===== config.mk =====
export PLATFORM = sky130hd
export DESIGN_NAME = pio_port
export DESIGN_NICKNAME = d
export VERILOG_FILES = /design/src/rtl/pio_pkg.sv /design/src/rtl/pio_sync.sv /design/src/rtl/pio_ctrl_bits.sv /design/src/rtl/pio_hs_engine.sv /design/src/rtl/pio_data_path.sv /design/src/rtl/pio_port.sv
export SDC_FILE = /design/constraint.sdc
export NUM_CORES = 1
export LEC_CHECK = 0
export ABC_AREA = 1
export CAP_MARGIN = 30
export CORE_ASPECT_RATIO = 0.8
export CORE_MARGIN = 1
export CORE_UTILIZATION = 30
export DETAILED_ROUTE_END_ITERATION = 10
export DONT_BUFFER_PORTS = 1
export MAX_ROUTING_LAYER = met4
export PLACE_DENSITY_LB_ADDON = 0.15
export SLEW_MARGIN = 20
export SYNTH_ARGS = -nofsm -noshare
export SYNTH_HDL_FRONTEND = slang
export SYNTH_SLANG_ARGS = --single-unit

===== constraint.sdc =====
create_clock -name clk -period 2.8 [get_ports clk]
set_input_delay 0.28 -clock clk [delete_from_list [all_inputs] [get_ports clk]]
set_output_delay 0.28 -clock clk [all_outputs]
set_load 0.005 [all_outputs]

===== src/rtl/pio_pkg.sv =====
`timescale 1ns/1ps
package pio_pkg;
  // control bit positions (software-visible map)
  localparam int unsigned BIT_ENABLE = 0;
  localparam int unsigned BIT_DIR    = 1;
  localparam int unsigned BIT_HS     = 2;
  localparam int unsigned BIT_SPARE  = 3;
  localparam int unsigned BIT_LOOP   = 4;
  localparam int unsigned BIT_LAMP   = 7;

  typedef enum logic [2:0] {
    HS_IDLE        = 3'd0,
    HS_TX_WAIT_RDY = 3'd1,
    HS_TX_WAIT_ACK = 3'd2,
    HS_RX_WAIT_SNT = 3'd3,
    HS_RX_WAIT_IDL = 3'd4
  } hs_state_e;
endpackage


===== src/rtl/pio_sync.sv =====
`timescale 1ns/1ps
module pio_sync #(
  parameter int unsigned    WIDTH   = 1,
  parameter int unsigned    STAGES  = 2,
  parameter logic [WIDTH-1:0] RST_VAL = '0
) (
  input  logic             clk,
  input  logic             rst_n,
  input  logic [WIDTH-1:0] d,
  output logic [WIDTH-1:0] q
);
  logic [WIDTH-1:0] stage_q [STAGES];

  for (genvar gs = 0; gs < STAGES; gs++) begin : g_stage
    if (gs == 0) begin : g_first
      always_ff @(posedge clk or negedge rst_n) begin
        if (!rst_n) stage_q[gs] <= RST_VAL;
        else        stage_q[gs] <= d;
      end
    end else begin : g_next
      always_ff @(posedge clk or negedge rst_n) begin
        if (!rst_n) stage_q[gs] <= RST_VAL;
        else        stage_q[gs] <= stage_q[gs-1];
      end
    end
  end

  assign q = stage_q[STAGES-1];
endmodule


===== src/rtl/pio_ctrl_bits.sv =====
`timescale 1ns/1ps
module pio_ctrl_bits
  import pio_pkg::*;
#(
  parameter int unsigned SEL_W = 3
) (
  input  logic             clk,
  input  logic             rst_n,
  input  logic [SEL_W-1:0] addr,
  input  logic             wr,
  input  logic             wr_data,
  input  logic             hs_level,
  input  logic             spare_level,
  output logic             rd_data,
  output logic             card_en,
  output logic             dir_in,
  output logic             hs_sw,
  output logic             spare_out,
  output logic             lamp
);
  logic en_card, en_dir, en_hs, en_spare, en_loop, en_lamp;
  logic loop_q;

  // write decode: one clock enable per stored bit
  always_comb begin
    en_card  = wr && (addr == SEL_W'(BIT_ENABLE));
    en_dir   = wr && (addr == SEL_W'(BIT_DIR));
    en_hs    = wr && (addr == SEL_W'(BIT_HS));
    en_spare = wr && (addr == SEL_W'(BIT_SPARE));
    en_loop  = wr && (addr == SEL_W'(BIT_LOOP));
    en_lamp  = wr && (addr == SEL_W'(BIT_LAMP));
  end

  always_ff @(posedge clk or negedge rst_n) begin
    if (!rst_n) begin
      card_en   <= 1'b0;
      dir_in    <= 1'b1;
      hs_sw     <= 1'b1;
      spare_out <= 1'b0;
      loop_q    <= 1'b0;
      lamp      <= 1'b0;
    end else begin
      if (en_card)  card_en   <= wr_data;
      if (en_dir)   dir_in    <= wr_data;
      if (en_hs)    hs_sw     <= wr_data;
      if (en_spare) spare_out <= wr_data;
      if (en_loop)  loop_q    <= wr_data;
      if (en_lamp)  lamp      <= wr_data;
    end
  end

  // read side: the same address has a different meaning for bits 2 and 3
  always_comb begin
    rd_data = 1'b0;
    if      (addr == SEL_W'(BIT_DIR))   rd_data = dir_in;
    else if (addr == SEL_W'(BIT_HS))    rd_data = hs_level;
    else if (addr == SEL_W'(BIT_SPARE)) rd_data = spare_level;
    else if (addr == SEL_W'(BIT_LOOP))  rd_data = loop_q;
    else if (addr == SEL_W'(BIT_LAMP))  rd_data = lamp;
  end
endmodule


===== src/rtl/pio_hs_engine.sv =====
`timescale 1ns/1ps
module pio_hs_engine
  import pio_pkg::*;
(
  input  logic clk,
  input  logic rst_n,
  input  logic tx_start,
  input  logic rx_start,
  input  logic abort,
  input  logic hs_level,
  output logic busy,
  output logic tx_active,
  output logic rx_active,
  output logic hs_drive,
  output logic capture,
  output logic done
);
  hs_state_e state_q, state_d;
  logic      done_d;

  always_comb begin
    state_d = state_q;
    done_d  = 1'b0;
    capture = 1'b0;
    unique case (state_q)
      HS_IDLE: begin
        if      (tx_start) state_d = HS_TX_WAIT_RDY;
        else if (rx_start) state_d = HS_RX_WAIT_SNT;
      end
      HS_TX_WAIT_RDY: begin
        if      (abort)     state_d = HS_IDLE;
        else if (!hs_level) state_d = HS_TX_WAIT_ACK;
      end
      HS_TX_WAIT_ACK: begin
        if (abort) state_d = HS_IDLE;
        else if (hs_level) begin
          state_d = HS_IDLE;
          done_d  = 1'b1;
        end
      end
      HS_RX_WAIT_SNT: begin
        if (abort) state_d = HS_IDLE;
        else if (!hs_level) begin
          state_d = HS_RX_WAIT_IDL;
          capture = 1'b1;
        end
      end
      HS_RX_WAIT_IDL: begin
        if (abort) state_d = HS_IDLE;
        else if (hs_level) begin
          state_d = HS_IDLE;
          done_d  = 1'b1;
        end
      end
      default: state_d = HS_IDLE;
    endcase
  end

  always_ff @(posedge clk or negedge rst_n) begin
    if (!rst_n) begin
      state_q <= HS_IDLE;
      done    <= 1'b0;
    end else begin
      state_q <= state_d;
      done    <= done_d;
    end
  end

  always_comb begin
    busy      = (state_q != HS_IDLE);
    tx_active = (state_q == HS_TX_WAIT_RDY) || (state_q == HS_TX_WAIT_ACK);
    rx_active = (state_q == HS_RX_WAIT_SNT) || (state_q == HS_RX_WAIT_IDL);
    hs_drive  = !((state_q == HS_TX_WAIT_ACK) || (state_q == HS_RX_WAIT_SNT));
  end
endmodule


===== src/rtl/pio_data_path.sv =====
`timescale 1ns/1ps
module pio_data_path #(
  parameter int unsigned DATA_W = 8
) (
  input  logic              clk,
  input  logic              rst_n,
  input  logic              dir_in,
  input  logic              tx_active,
  input  logic              rx_active,
  input  logic              capture,
  input  logic              byte_wr,
  input  logic [DATA_W-1:0] byte_wr_data,
  input  logic [DATA_W-1:0] pad_in,
  output logic [DATA_W-1:0] pad_out,
  output logic              pad_oe,
  output logic [DATA_W-1:0] byte_rd_data
);
  logic out_en, in_en;
  logic [DATA_W-1:0] out_q, in_q;

  always_comb begin
    pad_oe = tx_active || (!rx_active && !dir_in);
    out_en = byte_wr && !dir_in;
    in_en  = capture || (!rx_active && !tx_active && dir_in);
  end

  always_ff @(posedge clk or negedge rst_n) begin
    if (!rst_n) begin
      out_q <= '0;
      in_q  <= '0;
    end else begin
      if (out_en) out_q <= byte_wr_data;
      if (in_en)  in_q  <= pad_in;
    end
  end

  assign pad_out      = out_q;
  assign byte_rd_data = in_q;
endmodule


===== src/rtl/pio_port.sv =====
`timescale 1ns/1ps
module pio_port #(
  parameter int unsigned DATA_W    = 8,
  parameter int unsigned SEL_W     = 3,
  parameter int unsigned SYNC_STGS = 2
) (
  input  logic              clk,
  input  logic              rst_n,
  input  logic [SEL_W-1:0]  bit_addr,
  input  logic              bit_wr,
  input  logic              bit_wr_data,
  output logic              bit_rd_data,
  input  logic              byte_wr,
  input  logic [DATA_W-1:0] byte_wr_data,
  output logic [DATA_W-1:0] byte_rd_data,
  input  logic [DATA_W-1:0] pad_in,
  output logic [DATA_W-1:0] pad_out,
  output logic              pad_oe,
  input  logic              hs_in,
  output logic              hs_out,
  input  logic              spare_in,
  output logic              spare_out,
  output logic              card_en,
  output logic              lamp,
  input  logic              tx_start,
  input  logic              rx_start,
  input  logic              abort,
  output logic              busy,
  output logic              done
);
  localparam int unsigned LINES = 2;

  logic [1:0]       rst_pipe_q;
  logic             rst_sync_q;
  logic [LINES-1:0] lines_async, lines_sync;
  logic             hs_level, spare_level;
  logic             dir_in, hs_sw;
  logic             tx_active, rx_active, hs_drive, capture;

  // asynchronous assert, synchronous release
  always_ff @(posedge clk or negedge rst_n) begin
    if (!rst_n) rst_pipe_q <= 2'b00;
    else        rst_pipe_q <= {rst_pipe_q[0], 1'b1};
  end
  assign rst_sync_q = rst_pipe_q[1];

  assign lines_async = {spare_in, hs_in};

  pio_sync #(.WIDTH(LINES), .STAGES(SYNC_STGS), .RST_VAL(2'b01)) sync_i (
    .clk   (clk),
    .rst_n (rst_sync_q),
    .d     (lines_async),
    .q     (lines_sync)
  );
  assign hs_level    = lines_sync[0];
  assign spare_level = lines_sync[1];

  pio_ctrl_bits #(.SEL_W(SEL_W)) ctrl_i (
    .clk         (clk),
    .rst_n       (rst_sync_q),
    .addr        (bit_addr),
    .wr          (bit_wr),
    .wr_data     (bit_wr_data),
    .hs_level    (hs_level),
    .spare_level (spare_level),
    .rd_data     (bit_rd_data),
    .card_en     (card_en),
    .dir_in      (dir_in),
    .hs_sw       (hs_sw),
    .spare_out   (spare_out),
    .lamp        (lamp)
  );

  pio_hs_engine eng_i (
    .clk       (clk),
    .rst_n     (rst_sync_q),
    .tx_start  (tx_start),
    .rx_start  (rx_start),
    .abort     (abort),
    .hs_level  (hs_level),
    .busy      (busy),
    .tx_active (tx_active),
    .rx_active (rx_active),
    .hs_drive  (hs_drive),
    .capture   (capture),
    .done      (done)
  );

  pio_data_path #(.DATA_W(DATA_W)) dp_i (
    .clk          (clk),
    .rst_n        (rst_sync_q),
    .dir_in       (dir_in),
    .tx_active    (tx_active),
    .rx_active    (rx_active),
    .capture      (capture),
    .byte_wr      (byte_wr),
    .byte_wr_data (byte_wr_data),
    .pad_in       (pad_in),
    .pad_out      (pad_out),
    .pad_oe       (pad_oe),
    .byte_rd_data (byte_rd_data)
  );

  assign hs_out = busy ? hs_drive : hs_sw;
endmodule


**After elaboration in Yosys (flattened, before gate mapping)**

Cells that the tools add are included.

- Eq/ne operators: 13
- Muxes and demuxes: 21
- Reductions and logical operators: 24

Operator list:

| kind | number |
|---|---|
| 2-to-1 mux 3 bit | 8 |
| == test 3 x 2 -> 1 bit, second input constant | 4 |
| 2-to-1 mux 1 bit | 12 |
| case mux 3 bit (4 select lines) | 1 |
| logical AND 1 bit | 10 |
| == test 3 bit, second input constant | 3 |
| != test 3 bit, second input constant | 3 |
| == test 3 x 1 -> 1 bit, second input constant | 2 |
| logical NOT 3 bit | 2 |
| logical OR 1 bit | 5 |
| logical NOT 1 bit | 4 |
| AND reduction 4 bit | 1 |
| != test 3 x 1 -> 1 bit, second input constant | 1 |
| nonzero test 3 bit | 1 |
| OR reduction 2 bit | 1 |

- Register bits: 32
- Input bits: 29
- Output and inout bits: 24
- Logic and storage cells: 71

**Longest topological paths before layout**

Gate-level depths: netlist of run 1.

- Word-level depth: 6
- Mapped depth: 7
- Depth with buffers taken out: 7

**By module**

From an unflattened synthesis of run 1, not the netlist that was laid out.

- Cell total of the unflattened synthesis: 171
- Area total of the unflattened synthesis: 1451.4 sq um

Modules (own cells, without submodules):

| module | times used | cells an instance | area each (sq um) |
|---|---|---|---|
| pio_data_path | 1 | 72 | 663.1 |
| pio_ctrl_bits | 1 | 43 | 322.8 |
| pio_hs_engine | 1 | 43 | 279.0 |
| pio_sync | 1 | 6 | 117.6 |
| pio_port | 1 | 7 | 68.8 |

**Least setup slack after synthesis of run 1**

No wires, ideal clock.

- Kind: register to register
- Start point: register ctrl_i.dir_in
- End point: register dp_i.out_q[0] (netlist: dp_i.pad_out[0])
- Library setup time: 0.125 ns
- Arrival: 1.078 ns
- Data required time: 2.675 ns
- Setup slack: 1.598 ns
- Stages on the path, launching flop included: 4
- Path buffers: 0
- Clock period less this slack: 1.202 ns
- Path through: dfstp_2 > inv_1 > nand2_2 > mux2_2

- Cells in the longest elaborated chain, start to end: 2

Ends and longest elaborated chain:

| item | RTL line | source |
|---|---|---|
| start, declared | pio_ctrl_bits.sv:16 | `output logic dir_in,` |
| start signal, assigned | pio_ctrl_bits.sv:44 | `if (en_dir) dir_in <= wr_data;` |
| logical NOT 1 bit | pio_data_path.sv:23 | `out_en = byte_wr && !dir_in;` |
| logical AND 1 bit | pio_data_path.sv:23 |  |
| end signal, assigned | pio_data_path.sv:32 | `if (out_en) out_q <= byte_wr_data;` |
| end, declared | pio_data_path.sv:19 | `logic [DATA_W-1:0] out_q, in_q;` |

Every way passes these cells.
A chain may end at the register's enable or synchronous reset.

**Final worst setup path of run 1**

- Start point: register eng_i.state_q[2]
- End point: output port pad_oe

- Cells in the longest elaborated chain, start to end: 5

Ends and longest elaborated chain:

| item | RTL line | source |
|---|---|---|
| start, declared | pio_hs_engine.sv:18 | `hs_state_e state_q, state_d;` |
| start signal, assigned | pio_hs_engine.sv:64 | `state_q <= state_d;` |
| == test 3 x 2 -> 1 bit or == test 3 bit (tied branches) | pio_hs_engine.sv:72 | `rx_active = (state_q == HS_RX_WAIT_SNT) \|\| (state_q == HS_RX_WAIT_IDL);` |
| logical OR 1 bit | pio_hs_engine.sv:72 |  |
| logical NOT 1 bit | pio_data_path.sv:22 | `pad_oe = tx_active \|\| (!rx_active && !dir_in);` |
| logical AND 1 bit | pio_data_path.sv:22 |  |
| logical OR 1 bit (*) | pio_data_path.sv:22 |  |
| end, declared | pio_port.sv:18 | `output logic pad_oe,` |

Mark *: on every way between the ends. The rest lies on a longest branch, timed or not.

==> run metrics, run 1 <==
status finished, final reports clean; Mapped Nets between 150 and 200; Min Clock Period, post-route 1.55 ns; worst setup margin 1.25 ns; Lkg Pwr between 0.7 and 0.8 nW; initial core utilization a little under a third; Clk Latency, worst-skew pair about 0.27 ns; synthesis-to-finish area growth 14.8%; GRT Overall Usage 12.7%; part of the cycle the worst path needs about 55%; Tightest Pin Transition between 0.5 and 0.6 ns; most frequent cell after synthesis nand2_1; mean area per synthesized cell slightly below 10 um^2; Logic pwr share approximately a quarter; post-synth top area share between 50% and 60%; Max Cap Viol 0; Synth Register Bits 32; number of buffers created by CTS 5; Sink Count 32; Place WS between 1 and 1.5 ns; CP arrival ~1.3 ns; Total Neg Setup Slack 0 ns; ANT nets after route 0; P_int 1.01 mW; Synth area leader dfrtp_1; Ant. Diodes 0; final hold vios 0; input/output buffers 0; Finished Layout Cells 209; RD Place Congestion between 0.8 and 0.9; Switch Pwr ~0.50 mW; Pre-antenna DRT Iters 4; max incr delay on CP about 0.42 ns; Max Fclk roughly 0.65 GHz; DR vias/cell around 4.7; Ports between 50 and 60; largest net degree at the start of global routing 17; Pwr Density 963 mW/mm^2; Final HPWL DP between 2000 and 2500 um; commonest cells in the synthesized netlist 37 x nand2_1, 28 x dfrtp_1, 18 x nand3_1, 9 x inv_1, 9 x nor2_1; register area share after synthesis around three fifths; layout cells sized above 1 about a fifth; final slew viol count 0; first-pass GRT wire length 4600 um; clk_skew approximately 0.0047 ns; post-CTS setup buffer count 0; Crit Path Max Fanout 4; slowest CP cell dfrtp_1; YS warnings 0; Flop pwr share a little under half; # hold bufs at CTS 2; hold crit path type in2reg; vias in the first global route between 1k and 1.5k; Finish-stage setup viols 0; routed len/inst around 13 um; DR iter-0 viols 48; crit-path cells nor2_1 > nand2_1 > nand2_2 > inv_1 > o21ai_0; Core Util, Final a little under two fifths; Worst Setup Path Type reg2out; Post-synth EDFFs 0; relative slew slack a little over three fifths; Nets 180; Async SR Flop Fraction 100%; Clock Tree Root clkbuf_8; CP startpoint kind flop; number of gates resized after CTS 0; final hold slack approximately 0.029 ns; die height roughly 62 um; global route total overflow 0; Core Rows 21; Synth Instances around 140; Unique masters post-synth 23; # DRC 0; top_reg_cell synth dfrtp_1; worst path required time between 2 and 3 ns; vias between 900 and 1k; RSZ-0062 raised after global routing no; synth top area cells dfrtp_1 51%, nand2_1 10%, dfstp_2 7.7%; core footprint approximately 0.0043 mm^2; final WL between 2000 and 3000 um; placed cell count around 200; H-tree depth 2; antenna violations before repair 0; CTS tree done; Reg clk slew, reported paths 0.06 ns; Clock Power Share 27.8%; die area about 0.0048 mm^2; worst vdd ir approximately 0.35 mV; synthesized area around 0.0014 mm^2; CP endpoint kind primary output; Max clock buf depth 2; Die W around 78 um; Sw Ratio 33.1%
## per-stage QoR
stage	area (um^2)	power (mW)
after floorplan	1370	1.01
after global placement	1440	1.09
after detailed placement	1440	1.10
after CTS	1570	1.54
after global routing	1570	1.63
final	1570	1.51
## state kept, by name, summed over array words and instances (netlist names), 2 cells and up
| name | count |
|---|---|
| sync_i.q | 2 |
| sync_i.stage_q | 2 |
| eng_i.state_q | 3 |
| dp_i.byte_rd_data | 8 |
| dp_i.pad_out | 8 |
| rst_pipe_q | 2 |
## final timing paths
kind / startpoint / end / slack, ns / cells after the start
worst min register to register: rst_pipe_q[1] / ctrl_i.lamp / 0.23 / 0
worst min-delay path: spare_in / sync_i.stage_q[3] / 0.03 / 0
max in group asynchronous: rst_pipe_q[1] / dp_i.byte_rd_data[2] / 1.95 / 1
worst max register to register: ctrl_i.dir_in / dp_i.pad_out[1] / 1.48 / 3
worst max-delay path: eng_i.state_q[2] / pad_oe / 1.25 / 5
min in group asynchronous: rst_pipe_q[1] / ctrl_i.lamp / 0.23 / 0
## power by group through the flow
stage	Combinational, mW	Clock (mW)	Sequential, mW
after floorplan	0.315	0	0.693
after global placement	0.371	0	0.720
after detailed placement	0.384	0	0.721
after CTS	0.389	0.439	0.714
after global routing	0.449	0.455	0.728
final	0.382	0.420	0.711
## area by class of cell
cell class,count,area (um^2)
fill,427,2710
sequential,32,806
multi-input combinational,98,518
clock buffer,6,72.6
tap,57,71.3
inverter,11,41.3
clock inverter,2,35.0
timing repair buffer,3,27.5
## per-layer routing
| metal | wire length, um | track usage (%) | up-vias |
|---|---|---|---|
| met5 | 0 | - | - |
| met4 | 40 | 5.66 | 0 |
| met3 | 211 | 4.67 | 5 |
| met2 | 1250 | 19.5 | 36 |
| met1 | 1190 | 15.0 | 457 |
| li1 | - | - | 483 |
## cells by family (layout without fill, tap and decap cells)
group	count (synthesis)	after routing	synth area share (%)
AOI/OAI and AO/OA	15	15	6.95
buffers and inverters	12	22	3.29
DFF	32	32	58.9
muxes	8	8	6.58
other	1	1	0.274
and+or+nand+nor	74	74	24.0
## layout by cell type (no fill, tap or decap), types with 2 or more instances in the layout
cell type	count
nand2_1	37
dfrtp_1	28
nand3_1	18
nor2_1	9
inv_1	9
mux2_2	8
o21ai_0	5
clkbuf_8	5
a21oi_1	4
dfstp_2	4
nand2_2	3
a31oi_1	3
nor2_2	2
inv_2	2
dlygate4sd3_1	2
## worst max-delay path: cells and delay by family, from the launching register on
family	cells	cell delay (ns)
flip-flops	1	0.42
buffers and inverters	1	0.06
AO/OA/AOI/OAI	1	0.12
AND/OR/NAND/NOR	3	0.39
Note: power is estimated with default switching activity, not from simulation.
==> run 2, diff against run 1 <==
==> constraint.sdc (replaced) <==
create_clock -name clk -period 1.6 [get_ports clk]
set_input_delay 0.16 -clock clk [delete_from_list [all_inputs] [get_ports clk]]
set_output_delay 0.16 -clock clk [all_outputs]
set_load 0.005 [all_outputs]
==> run metrics, run 2 (synthesis gave the netlist of run 1 again) <==
status finished, final reports clean; critical path's most frequent cell nand2_1; Pre-antenna DRT Iters 4; Ports 53; filler cell count 427; input/output buffers 0; Min Clock Period, post-route around 1.5 ns; WP buf/inv 0; first-pass GRT wire length a little under 5000 um; ANT nets after route 0; post-CTS setup buffer count 0; Finish-stage setup viols 0; Crit Path Max Fanout 6; antenna violations before repair 0; part of the cycle the worst path needs about 91%; CTS tree done; Pwr Density 1510 mW/mm^2; most frequent cells in the layout 37 x nand2_1, 28 x dfrtp_1, 18 x nand3_1; Final HPWL DP 2020 um; Clock Tree Root clkbuf_8; Clk Latency, worst-skew pair between 0.2 and 0.3 ns; initial core utilization between 30% and 40%; DR vias/cell around 4.7; global route total overflow 0; routed len/inst 13.1 um; vias in the first global route 1083; final hold vios 0; hold crit path type in2reg; Max Cap Viol 0; cell depth of the worst setup path 4; number of gates resized after CTS 0; worst path required time about 1.4 ns; final WL approximately 2900 um; crit-path cells nor2_2 > nand2_1 > nand2_1 > o21ai_0; Max clock buf depth 2; Sink Count 32; Worst R2R Start eng_i.state_q[2]; Reg clk slew, reported paths around 0.060 ns; GRT Overall Usage 13.5%; Die W approximately 78 um; layout cells sized above 1 17.3%; Nets between 150 and 200; final slew viol count 0; Finished Layout Cells approximately 220; Worst Setup Path Type reg2out; CP arrival 1.30 ns; vias approximately 1.0k; Max Fclk between 0.6 and 0.7 GHz; clk_skew approximately 0.0062 ns; RD Place Congestion approximately 0.85; die height roughly 62 um; Ant. Diodes 0; Hold Crit Depth 2; placed cell count between 150 and 200; H-tree depth 2; max incr delay on CP about 0.43 ns; die area between 0.004 and 0.005 mm^2; worst-case reg-to-reg path depth 6; RSZ-0062 raised after global routing no; multi-input logic area a little over 500 um^2; Total Neg Setup Slack 0 ns; largest net degree at the start of global routing 24; Crit path max-delay family flip-flops; core footprint roughly 0.0043 mm^2; worst vdd ir between 0.6 and 0.7 mV; Min-Delay Startpoint pad_in[7]; CP startpoint kind flop; Lkg Pwr around 0.78 nW; CP endpoint kind primary output; synthesis-to-finish area growth 21.1%; slowest CP cell dfrtp_1; DR iter-0 viols 35; # DRC 0; leading cell type in the layout, fill and taps excluded nand2_1; Core Rows 21; CP Launch Point eng_i.state_q[0]; sequential cell area 806 um^2; number of buffers created by CTS 5
## run 2: cell count changes in the layout (fill, tap and decap cells not counted)
cell	before	now
dlygate4sd3_1	2	12
buf_12	0	1
buf_4	1	0
bufinv_16	1	0
clkbuf_1	1	2
## run 2: through the flow
step | util, % | total power, mW | cell area, um^2 | worst slack [ns] | hold WS, ns
2_1_floorplan | - | 1.76 | 1370 | 0.398 | -0.136
3_3_place_gp | 34.0 | 1.91 | 1460 | 0.335 | -0.136
3_5_place_dp | 34.0 | 1.93 | 1460 | 0.294 | -0.136
4_1_cts | 38.5 | 2.53 | 1650 | 0.123 | 0.00268
5_1_grt | 38.7 | 2.71 | 1660 | 0.00973 | 0.00676
6_report | 38.7 | 2.51 | 1660 | 0.140 | 0.00893
## run 2: per-layer routing
layer  vias up  wire, um  global-route usage (%)  share of wire [%]
met4         0       126                    7.31                4.4
li1        503         -                       -                  -
met3        14       280                    7.59                9.7
met1       470      1150                    14.1                 40
met2        49      1320                    20.2                 46
met5         -         0                       -                  0
## run 2: cell type report
class / count / share of cell area [%]
inverter: 11 / 2.49
timing repair buffer: 13 / 8.45
multi-input combinational: 98 / 31.2
sequential: 32 / 48.6
clock buffer: 7 / 4.60
tap: 57 / 4.30
clock inverter: 1 / 0.302
## run 2: what timing repair did
item,4_1_cts,5_1_grt
endpoints found under the setup margin,0,0
hold endpoints to repair,12,1
hold buffers,11,1
## run 2: worst reg2reg max path, stage by stage (launching register included)
cell and delay (ns):
dfrtp_1 0.42, inv_2 0.11, nand3_1 0.14, nor2_1 0.17, inv_1 0.17, nand3_1 0.13
nand2_1 0.06
## run 2: final timing paths
kind | end | slack (ns)
worst max-delay path | pad_oe | 0.14
worst min-delay path | dp_i.byte_rd_data[7] | 0.009
worst max register to register | dp_i.byte_rd_data[2] | 0.29
worst min register to register | dp_i.pad_out[5] | 0.14
max in group asynchronous | ctrl_i.hs_sw | 0.94
min in group asynchronous | rst_pipe_q[0] | 0.10
## run 2: power by group
part | internal [mW] | switching [mW]
sequential | 1.05 | 0.196
clock | 0.304 | 0.268
combinational | 0.283 | 0.411
total | 1.64 | 0.876
